==> config.mk <==
export PLATFORM = sky130hd
export DESIGN_NAME = xchain_ring
export DESIGN_NICKNAME = d
export VERILOG_FILES = /design/src/rtl/xchain_pkg.sv /design/src/rtl/xchain_gate.sv /design/src/rtl/xchain_ptrs.sv /design/src/rtl/xchain_token.sv /design/src/rtl/xchain_ring.sv
export SDC_FILE = /design/constraint.sdc
export NUM_CORES = 1
export LEC_CHECK = 0
export ABC_AREA = 1
export CORE_ASPECT_RATIO = 1.2
export CORE_MARGIN = 1
export CORE_UTILIZATION = 25
export CTS_CLUSTER_DIAMETER = 30
export DETAILED_ROUTE_END_ITERATION = 8
export HOLD_SLACK_MARGIN = 0.1
export SLEW_MARGIN = 20
export SYNTH_ARGS = -nofsm -noshare
export SYNTH_HDL_FRONTEND = slang
export SYNTH_SLANG_ARGS = --single-unit
export TNS_END_PERCENT = 1
==> constraint.sdc <==
create_clock -name clk -period 5.6 [get_ports clk]
set_input_delay 1.12 -clock clk [delete_from_list [all_inputs] [get_ports clk]]
set_output_delay 1.12 -clock clk [all_outputs]
set_load 0.02 [all_outputs]
==> src/rtl/xchain_pkg.sv <==
package xchain_pkg;

    typedef enum logic [1:0] {
        HK_NONE  = 2'd0,
        HK_WRITE = 2'd1,
        HK_READ  = 2'd2
    } hand_e;

    typedef struct packed {
        logic wr_go;
        logic rd_go;
        logic rt_go;
    } strobe_t;

    typedef struct packed {
        logic empty;
        logic full;
        logic half;
    } occ_t;

    function automatic int ring_next(input int idx, input int n);
        return (idx + 1) % n;
    endfunction

    function automatic int ring_prev(input int idx, input int n);
        return (idx + n - 1) % n;
    endfunction

    function automatic hand_e classify(input logic pulse, input logic wr_seen,
                                       input logic rd_seen);
        if (!pulse)  return HK_NONE;
        if (wr_seen) return HK_WRITE;
        if (rd_seen) return HK_READ;
        return HK_NONE;
    endfunction

endpackage

==> src/rtl/xchain_gate.sv <==
module xchain_gate
    import xchain_pkg::*;
(
    input  logic    chain,
    input  logic    wr_req,
    input  logic    rd_req,
    input  logic    rt_req,
    input  logic    wtok,
    input  logic    rtok,
    input  occ_t    occ,
    input  logic    w_at_last,
    input  logic    r_at_last,
    output strobe_t go,
    output logic    send_w,
    output logic    send_r
);
    logic rt_go;
    logic wr_go;
    logic rd_go;

    always_comb begin
        rt_go = !chain && rt_req;
        wr_go = wr_req && wtok && !occ.full && !rt_go;
        // in chained mode a write owns the cycle; the read waits
        rd_go = rd_req && rtok && !occ.empty && !rt_go && !(chain && wr_req);
        go.wr_go = wr_go;
        go.rd_go = rd_go;
        go.rt_go = rt_go;
        send_w   = chain && wr_go && w_at_last;
        send_r   = chain && rd_go && r_at_last;
    end

endmodule

==> src/rtl/xchain_ptrs.sv <==
module xchain_ptrs
    import xchain_pkg::*;
#(
    parameter int AW = 3
) (
    input  logic          clk,
    input  logic          rst,
    input  strobe_t       go,
    output logic [AW-1:0] waddr,
    output logic [AW-1:0] raddr,
    output logic          w_at_last,
    output logic          r_at_last,
    output occ_t          occ
);
    localparam int DEPTH = 1 << AW;
    localparam logic [AW-1:0] LAST = AW'(DEPTH - 1);
    localparam logic [AW:0] FULLV = (AW+1)'(DEPTH);
    localparam logic [AW:0] HALFV = (AW+1)'(DEPTH / 2);

    logic [AW:0] cnt;
    logic [AW:0] cnt_n;
    logic [AW:0] wsum;

    always_comb begin
        cnt_n = cnt;
        if (go.wr_go && !go.rd_go) cnt_n = cnt + 1'b1;
        if (go.rd_go && !go.wr_go) cnt_n = cnt - 1'b1;
    end

    always_ff @(posedge clk) begin
        if (rst) begin
            waddr <= '0;
            raddr <= '0;
            cnt   <= '0;
            wsum  <= '0;
        end else if (go.rt_go) begin
            raddr <= '0;
            cnt   <= wsum;
        end else begin
            if (go.wr_go) begin
                waddr <= waddr + 1'b1;
                if (wsum != FULLV) wsum <= wsum + 1'b1;
            end
            if (go.rd_go) raddr <= raddr + 1'b1;
            cnt <= cnt_n;
        end
    end

    always_comb begin
        w_at_last = (waddr == LAST);
        r_at_last = (raddr == LAST);
        occ.empty = (cnt == '0);
        occ.full  = (cnt == FULLV);
        occ.half  = (cnt > HALFV);
    end

endmodule

==> src/rtl/xchain_token.sv <==
module xchain_token
    import xchain_pkg::*;
(
    input  logic  clk,
    input  logic  rst,
    input  logic  chain,
    input  logic  first,
    input  logic  send_w,
    input  logic  send_r,
    input  hand_e hand_in,
    output logic  wtok,
    output logic  rtok
);
    always_ff @(posedge clk) begin
        if (rst) begin
            wtok <= chain ? first : 1'b1;
            rtok <= chain ? first : 1'b1;
        end else if (chain) begin
            wtok <= (wtok && !send_w) || (hand_in == HK_WRITE);
            rtok <= (rtok && !send_r) || (hand_in == HK_READ);
        end else begin
            wtok <= 1'b1;
            rtok <= 1'b1;
        end
    end

endmodule

==> src/rtl/xchain_ring.sv <==
module xchain_ring
    import xchain_pkg::*;
#(
    parameter int SLICES = 4,
    parameter int AW     = 3
) (
    input  logic                 clk,
    input  logic                 rst,
    input  logic                 chain_mode,
    input  logic [SLICES-1:0]    wr_req,
    input  logic [SLICES-1:0]    rd_req,
    input  logic [SLICES-1:0]    fl_rt,
    output logic [SLICES-1:0]    wr_en,
    output logic [SLICES-1:0]    rd_en,
    output logic [SLICES*AW-1:0] wr_addr,
    output logic [SLICES*AW-1:0] rd_addr,
    output logic [SLICES-1:0]    empty,
    output logic [SLICES-1:0]    full,
    output logic [SLICES-1:0]    xout,
    output logic [SLICES-1:0]    wtok,
    output logic [SLICES-1:0]    rtok
);
    logic [SLICES-1:0] pulse;

    for (genvar i = 0; i < SLICES; i++) begin : g_slice
        localparam int PV = ring_prev(i, SLICES);

        strobe_t go;
        occ_t    occ;
        logic    w_last;
        logic    r_last;
        logic    send_w;
        logic    send_r;
        logic    xin;
        hand_e   hand_in;

        assign xin     = chain_mode && pulse[PV];
        assign hand_in = classify(xin, wr_req[i], rd_req[i]);

        xchain_gate u_gate (
            .chain     (chain_mode),
            .wr_req    (wr_req[i]),
            .rd_req    (rd_req[i]),
            .rt_req    (fl_rt[i]),
            .wtok      (wtok[i]),
            .rtok      (rtok[i]),
            .occ       (occ),
            .w_at_last (w_last),
            .r_at_last (r_last),
            .go        (go),
            .send_w    (send_w),
            .send_r    (send_r)
        );

        xchain_ptrs #(.AW(AW)) u_ptrs (
            .clk       (clk),
            .rst       (rst),
            .go        (go),
            .waddr     (wr_addr[i*AW +: AW]),
            .raddr     (rd_addr[i*AW +: AW]),
            .w_at_last (w_last),
            .r_at_last (r_last),
            .occ       (occ)
        );

        xchain_token u_tok (
            .clk     (clk),
            .rst     (rst),
            .chain   (chain_mode),
            .first   (fl_rt[i]),
            .send_w  (send_w),
            .send_r  (send_r),
            .hand_in (hand_in),
            .wtok    (wtok[i]),
            .rtok    (rtok[i])
        );

        assign pulse[i] = send_w || send_r;
        assign xout[i]  = chain_mode ? pulse[i] : occ.half;
        assign wr_en[i] = go.wr_go;
        assign rd_en[i] = go.rd_go;
        assign empty[i] = occ.empty;
        assign full[i]  = occ.full;
    end

endmodule

=== Word level (Yosys, flattened, before mapping) ===
Index checks and enable logic that the tools add are counted.

* Register bits after elaboration: 64
* Bits in latches: 0
* Memory bits (writable): 0
* Bits in read-only memories: 0
* Output and inout bits: 52
* Memories kept: 0

* $add $sub $neg: 20
* Multiply operators: 0
* Divide/modulo/power cells: 0
* Order comparisons: 4
* Eq/ne operators: 24
* Shifts and indexed selects: 0
* Muxes and demuxes: 80
* Bitwise operators: 4
* Reductions and logical operators: 137

{| class="wikitable"
|+ Operators with widths
! kind !! count
|-
| $logic_and 1x1->1 || 72
|-
| $mux 2 || 24
|-
| $mux 4 || 12
|-
| $mux 1 || 44
|-
| $logic_not 1->1 || 33
|-
| $add 4x1->4 const B || 8
|-
| $add 3x1->3 const B || 8
|-
| $eq 3x3->1 const B || 8
|-
| $eq 4x4->1 const B || 4
|-
| $gt 4x3->1 const B || 4
|-
| $logic_not 4->1 || 4
|-
| $ne 4x4->1 const B || 4
|-
| $sub 4x1->4 const B || 4
|-
| $logic_or 1x1->1 || 12
|-
| $reduce_and 3->1 || 4
|-
| $reduce_bool 3->1 || 4
|-
| $eq 2x1->1 const B || 4
|-
| $eq 2x2->1 const B || 4
|-
| $reduce_and 2->1 || 4
|-
| $reduce_or 2->1 || 4
|-
| $not 1->1 || 4
|}

=== Logic depth before layout (Yosys ltp) ===
* Depth in word-level cells: 19
* Gate-level depth with buffers: 17
* Depth with buffers taken out: 17

=== Hierarchy ===
Synthesis repeated with hierarchy kept, for this count alone.

* Cells, all modules: 637
* Area total of the unflattened synthesis: 4227.8 µm²

{| class="wikitable"
|+ Modules (own cells, without submodules)
! module !! instances !! cells an instance !! area an instance (µm²) !! seq. area each (µm²)
|-
| xchain_ptrs || 4 || 116 || 825.8 || 280.3
|-
| xchain_token || 4 || 19 || 111.4 || 40.0
|-
| xchain_gate || 4 || 17 || 91.3 || 0.0
|-
| xchain_ring || 1 || 29 || 113.9 || 0.0
|}

=== Worst setup path before layout ===
Ideal clock, no wire load.

* Path type: in2out
* Start point: input chain_mode
* End point: output xout[2]
* Arrival: 1.988 ns
* Data required time: 4.480 ns
* Path slack: 2.492 ns
* Stages: 8
* Path buffers: 0
* Cell sequence: inv_4 -> nand2_4 -> nand3_2 -> nor2_4 -> nand3_1 -> nand2_1 -> inv_1 -> o21ai_0

* Elaborated cells on any way between the ends: 14
* Those cells by class: mux (1); reduce/logical (13)

{| class="wikitable"
|+ RTL lines
! item !! line !! source
|-
| start, declared || xchain_ring.sv:9 || <nowiki>input logic chain_mode,</nowiki>
|-
| $logic_not 1->1 || xchain_gate.sv:22 || <nowiki>rt_go = !chain && rt_req;</nowiki>
|-
| $logic_and 1x1->1 || xchain_gate.sv:22 ||
|-
| $logic_not 1->1 || xchain_gate.sv:23 || <nowiki>wr_go = wr_req && wtok && !occ.full && !rt_go;</nowiki>
|-
| $logic_and 1x1->1 || xchain_gate.sv:23 ||
|-
| named net g_slice[2].u_gate.wr_go || xchain_gate.sv:18 || <nowiki>logic wr_go;</nowiki>
|-
| $logic_and 1x1->1 (2 in a row) || xchain_gate.sv:29 || <nowiki>send_w = chain && wr_go && w_at_last;</nowiki>
|-
| $logic_or 1x1->1 || xchain_ring.sv:78 || <nowiki>assign pulse[i] = send_w || send_r;</nowiki>
|-
| $mux 1 || xchain_ring.sv:79 || <nowiki>assign xout[i] = chain_mode ? pulse[i] : occ.half;</nowiki>
|-
| end, declared || xchain_ring.sv:19 || <nowiki>output logic [SLICES-1:0] xout,</nowiki>
|}

The timed path passes the listed nets, and every way through them passes these cells.

=== Final worst setup path ===
* Start point: input chain_mode
* End point: output xout[2]

* Longest elaborated chain between the ends: 9
* Elaborated cells on any way between the ends: 14
* Those cells by class: mux (1); reduce/logical (13)

{| class="wikitable"
|+ Ends and longest elaborated chain
! item !! line !! source
|-
| $logic_not 1->1 || xchain_gate.sv:22 ||
|-
| $logic_and 1x1->1 || xchain_gate.sv:22 ||
|-
| $logic_not 1->1 || xchain_gate.sv:23, xchain_gate.sv:25 ||
|-
| $logic_and 1x1->1 (2 in a row) || xchain_gate.sv:25 || <nowiki>rd_go = rd_req && rtok && !occ.empty && !rt_go && !(chain && wr_req);</nowiki>
|-
| $logic_and 1x1->1 (2 in a row) || xchain_gate.sv:30 || <nowiki>send_r = chain && rd_go && r_at_last;</nowiki>
|-
| $logic_or 1x1->1 || xchain_ring.sv:78 ||
|-
| $mux 1 (*) || xchain_ring.sv:79 ||
|}

Every way passes the cells marked *; elsewhere a longest branch is shown, timed or not.

==> impl_metrics.toml <==
[status]
status = "finished, final reports clean"

[layout]
drive_gt1_frac = 0.1046
final_nets = 677
area_growth_syn_to_layout_pct = 27.18
multi_input_area_sq_um = 2416
final_area_sq_um = 5211
fillers = 1686
fin_util = 0.3292
register_area_sq_um = 1281
diodes = 0

[logic_synthesis]
syn-num-nets = 621
synth_cell_type_count = 39
synth_top_area_share = 0.3127
synth_warnings = 0
syn-cell-area_sq_um = 4098
syn_area_per_cell_sq_um = 7.189
ys_top_cells_by_area = "dfxtp_1, nand2_1, ha_1, o21ai_0, nor2_1"
synth_edf_count = 0
async_reset_ff_frac = 0
ys_seq_area_frac = 0.3127
synth_cells = 570
synth_top_area_cell = "dfxtp_1"
ys.flop_type = "dfxtp_1"
ys_seq_elements = 64

[clock_network]
htree_levels = 3
clkTransAtPathRegs_ns = 0.05
ctsResizeCount = 0
cts_tree = "yes"
clk_latency_ns = 0.33
postCtsSetupBuffers = 0
clk_path_buf_depth = 2
postCtsHoldBufs = 0
clock_sinks = 64
clockRootBuffer = "clkbuf_16"
numCtsBuffers = 9

[timing]
maxSlewHeadroom = 0.6467
fin_crit_ns = 4.654
finalMaxSlewViolations = 0
worstMarginPinSlew_ns = 0.5281
fin_setup_tns_ns = 0
fmax_mhz = 214.9
final_hold_viol_count = 0
setup_viol = 0
skew_ns = 0.009247
finalCritPeriodShare = 0.8310
rsz0062_at_grt = "false"

[power]
ir_drop_mv = 0.1581
power.density_nw_per_um2 = 297.8
p_total_mw = 1.552
leakage_nw = 2.315

[die]
num_rows = 50
start_util = 0.2589
fp.dieW_microns = 118.9
ioPinCount = 67
core-area_sq_um = 15830
dieHeight_microns = 142.2
die_area_sq_um = 16910

[drt]
drcViolationCount = 0
vias = 3694
wire_per_inst_microns = 11.96
wl_microns = 10030
drt-initial-drc-count = 225
postRouteAntennaNets = 0
dr.pass1.iters = 4
vias_per_cell = 4.403

[placed_design]
placed_area_sq_um = 4890
hpwl_microns = 7703
numPortBuffers = 66
place.gp.congestion = 0.8330

[setup_path]
required_ns = 4.48
reg2regPathDepth = 13
cp.buffers_inverters = 5
setup.worst_path.end_class = "primary output"
crit_chain = "clkdlybuf4s50_1 > buf_4 > inv_4 > nand2_4 > nand3_2 > nor2_4 > nand3_1 > nand2_1 > inv_1 > o21ai_0 > clkdlybuf4s50_1"
crit_path_frequent_cell = "clkdlybuf4s50_1"
worstSetupStartpoint = "chain_mode"
critPathMaxFanout = 19
regToRegEndpoint = "g_slice[2].u_ptrs.cnt[3]$_SDFFE_PP0P_"
crit_family = "buffers and inverters"
slowest_delay_ns = 0.65
r2r_start = "g_slice[2].u_ptrs.cnt[0]$_SDFFE_PP0P_"
ff2ff_setup_slack_ns = 3.32
crit_slowest_cell = "clkdlybuf4s50_1"
cp_data_arrival_time_ns = 3.53
crit_end = "xout[2]"
crit_cells = 11
critPathKind = "in2out"
cp-start-kind = "input port"

[flow_run]
drv_cap = 0

[hold_path]
timing.hold.worst_path_depth = 1
min_path_type = "reg2reg"

[global_routing]
grt_max_degree = 26
grt_overflow = 0
antenna_found_initial = 0
grt_usage = 0.1298
grt_pass1_vias = 3587
grt_pass1_wl_microns = 17390
==> cell usage after synthesis (2+ instances only) <==
library cell / count
xor2_1: 3
nand3_4: 3
nand2_4: 5
buf_4: 16
o21ai_1: 3
o21ai_0: 55
nand3_1: 35
nand3_2: 8
inv_2: 7
fa_1: 4
nor2_1: 62
ha_1: 32
buf_1: 3
dfxtp_1: 64
inv_4: 3
a21oi_1: 39
nand2_2: 8
nor2_2: 2
a31oi_1: 2
nand2_1: 124
xnor2_1: 5
inv_1: 52
nand3b_1: 3
clkbuf_1: 4
nand4_1: 8
nor2_4: 5
or2_2: 3
==> how the worst min path moves through the flow <==
stage	endpoint	slack [ns]	startpoint
after global routing	g_slice[1].u_ptrs.waddr[0]$_SDFFE_PP0P_	0.52	g_slice[1].u_ptrs.waddr[0]$_SDFFE_PP0P_
final	g_slice[1].u_ptrs.waddr[0]$_SDFFE_PP0P_	0.48	g_slice[1].u_ptrs.waddr[0]$_SDFFE_PP0P_
after CTS	g_slice[1].u_ptrs.waddr[0]$_SDFFE_PP0P_	0.49	g_slice[1].u_ptrs.waddr[0]$_SDFFE_PP0P_
after detailed placement	g_slice[3].u_ptrs.waddr[0]$_SDFFE_PP0P_	0.48	g_slice[3].u_ptrs.waddr[0]$_SDFFE_PP0P_
after floorplan	g_slice[2].u_ptrs.wsum[3]$_SDFFE_PP0P_	0.46	g_slice[2].u_ptrs.wsum[3]$_SDFFE_PP0P_
after global placement	g_slice[1].u_ptrs.waddr[0]$_SDFFE_PP0P_	0.46	g_slice[1].u_ptrs.waddr[0]$_SDFFE_PP0P_
==> state kept, by name, indices dropped and copies added, names as in the netlist <==
register and cells:
g_slice.u_ptrs.cnt 16, g_slice.u_ptrs.raddr 12, g_slice.u_ptrs.waddr 12, g_slice.u_ptrs.wsum 16
g_slice.u_tok.rtok 4, g_slice.u_tok.wtok 4
==> cell families after synthesis <==
| logic type | after synthesis | synth area share |
|---|---|---|
| compound gates | 102 | 0.1273 |
| flops | 64 | 0.3127 |
| fa+ha+maj | 36 | 0.1173 |
| buf+inv | 88 | 0.09771 |
| simple gates | 272 | 0.3279 |
| xor+xnor | 8 | 0.01710 |
==> final cells by class <==
| class | instances | area share |
|---|---|---|
| sequential | 64 | 0.2459 |
| clock inverter | 5 | 0.01513 |
| tap | 208 | 0.04994 |
| inverter | 64 | 0.04778 |
| timing repair buffer | 69 | 0.1311 |
| multi-input combinational | 418 | 0.4636 |
| clock buffer | 11 | 0.04658 |
==> worst register-to-register path, delay by kind of cell, from the launching register on <==
family | cells | cell delay (ns)
and+or+nand+nor | 9 | 1.15
DFF | 1 | 0.33
AOI/OAI and AO/OA | 2 | 0.31
adders and majority gates | 1 | 0.30
buffers and inverters | 1 | 0.12
==> per-layer routing <==
layer / vias to the layer above / wire length [microns] / track usage
li1: 1969 / - / -
met1: 1636 / 5009 / 0.1714
met2: 74 / 4374 / 0.2047
met3: 15 / 430 / 0.02804
met4: 0 / 217 / 0.05330
met5: - / 0 / 0
==> cells in the final DEF, fill, tap and decap left out, drive strengths merged <==
master / netlist / routed
nand2: 138 / 138
nor2: 70 / 70
clkdlybuf4s50: 0 / 66
dfxtp: 64 / 64
inv: 62 / 63
o21ai: 58 / 58
nand3: 46 / 46
a21oi: 39 / 39
ha: 32 / 32
clkbuf: 4 / 11
nand4: 8 / 8
xnor2: 5 / 5
fa: 4 / 4
clkinv: 2 / 4
or2: 4 / 4
nand3b: 3 / 3
xor2: 3 / 3
buf: 20 / 3
a31oi: 2 / 2
bufinv: 0 / 2
nor3b: 2 / 2
a21boi: 2 / 2
nor3: 1 / 1
a2bb2oi: 1 / 1
==> stage by stage <==
stage               worst slack (ns)  cells  hold WS (ns)
finish                        0.9463    839        0.4773
floorplan                      2.492    570        0.4555
global route                  0.7639    839        0.5194
global placement              0.9886    823        0.4641
detailed placement            0.9485    823        0.4759
CTS                           0.9461    839        0.4867
==> power by group <==
part,internal [mW],switching (mW),leakage [nW]
registers,0.495,0.0382,0.525
clock network,0.402,0.211,0.160
logic,0.163,0.243,1.63
(Power assumes the default switching activity.)
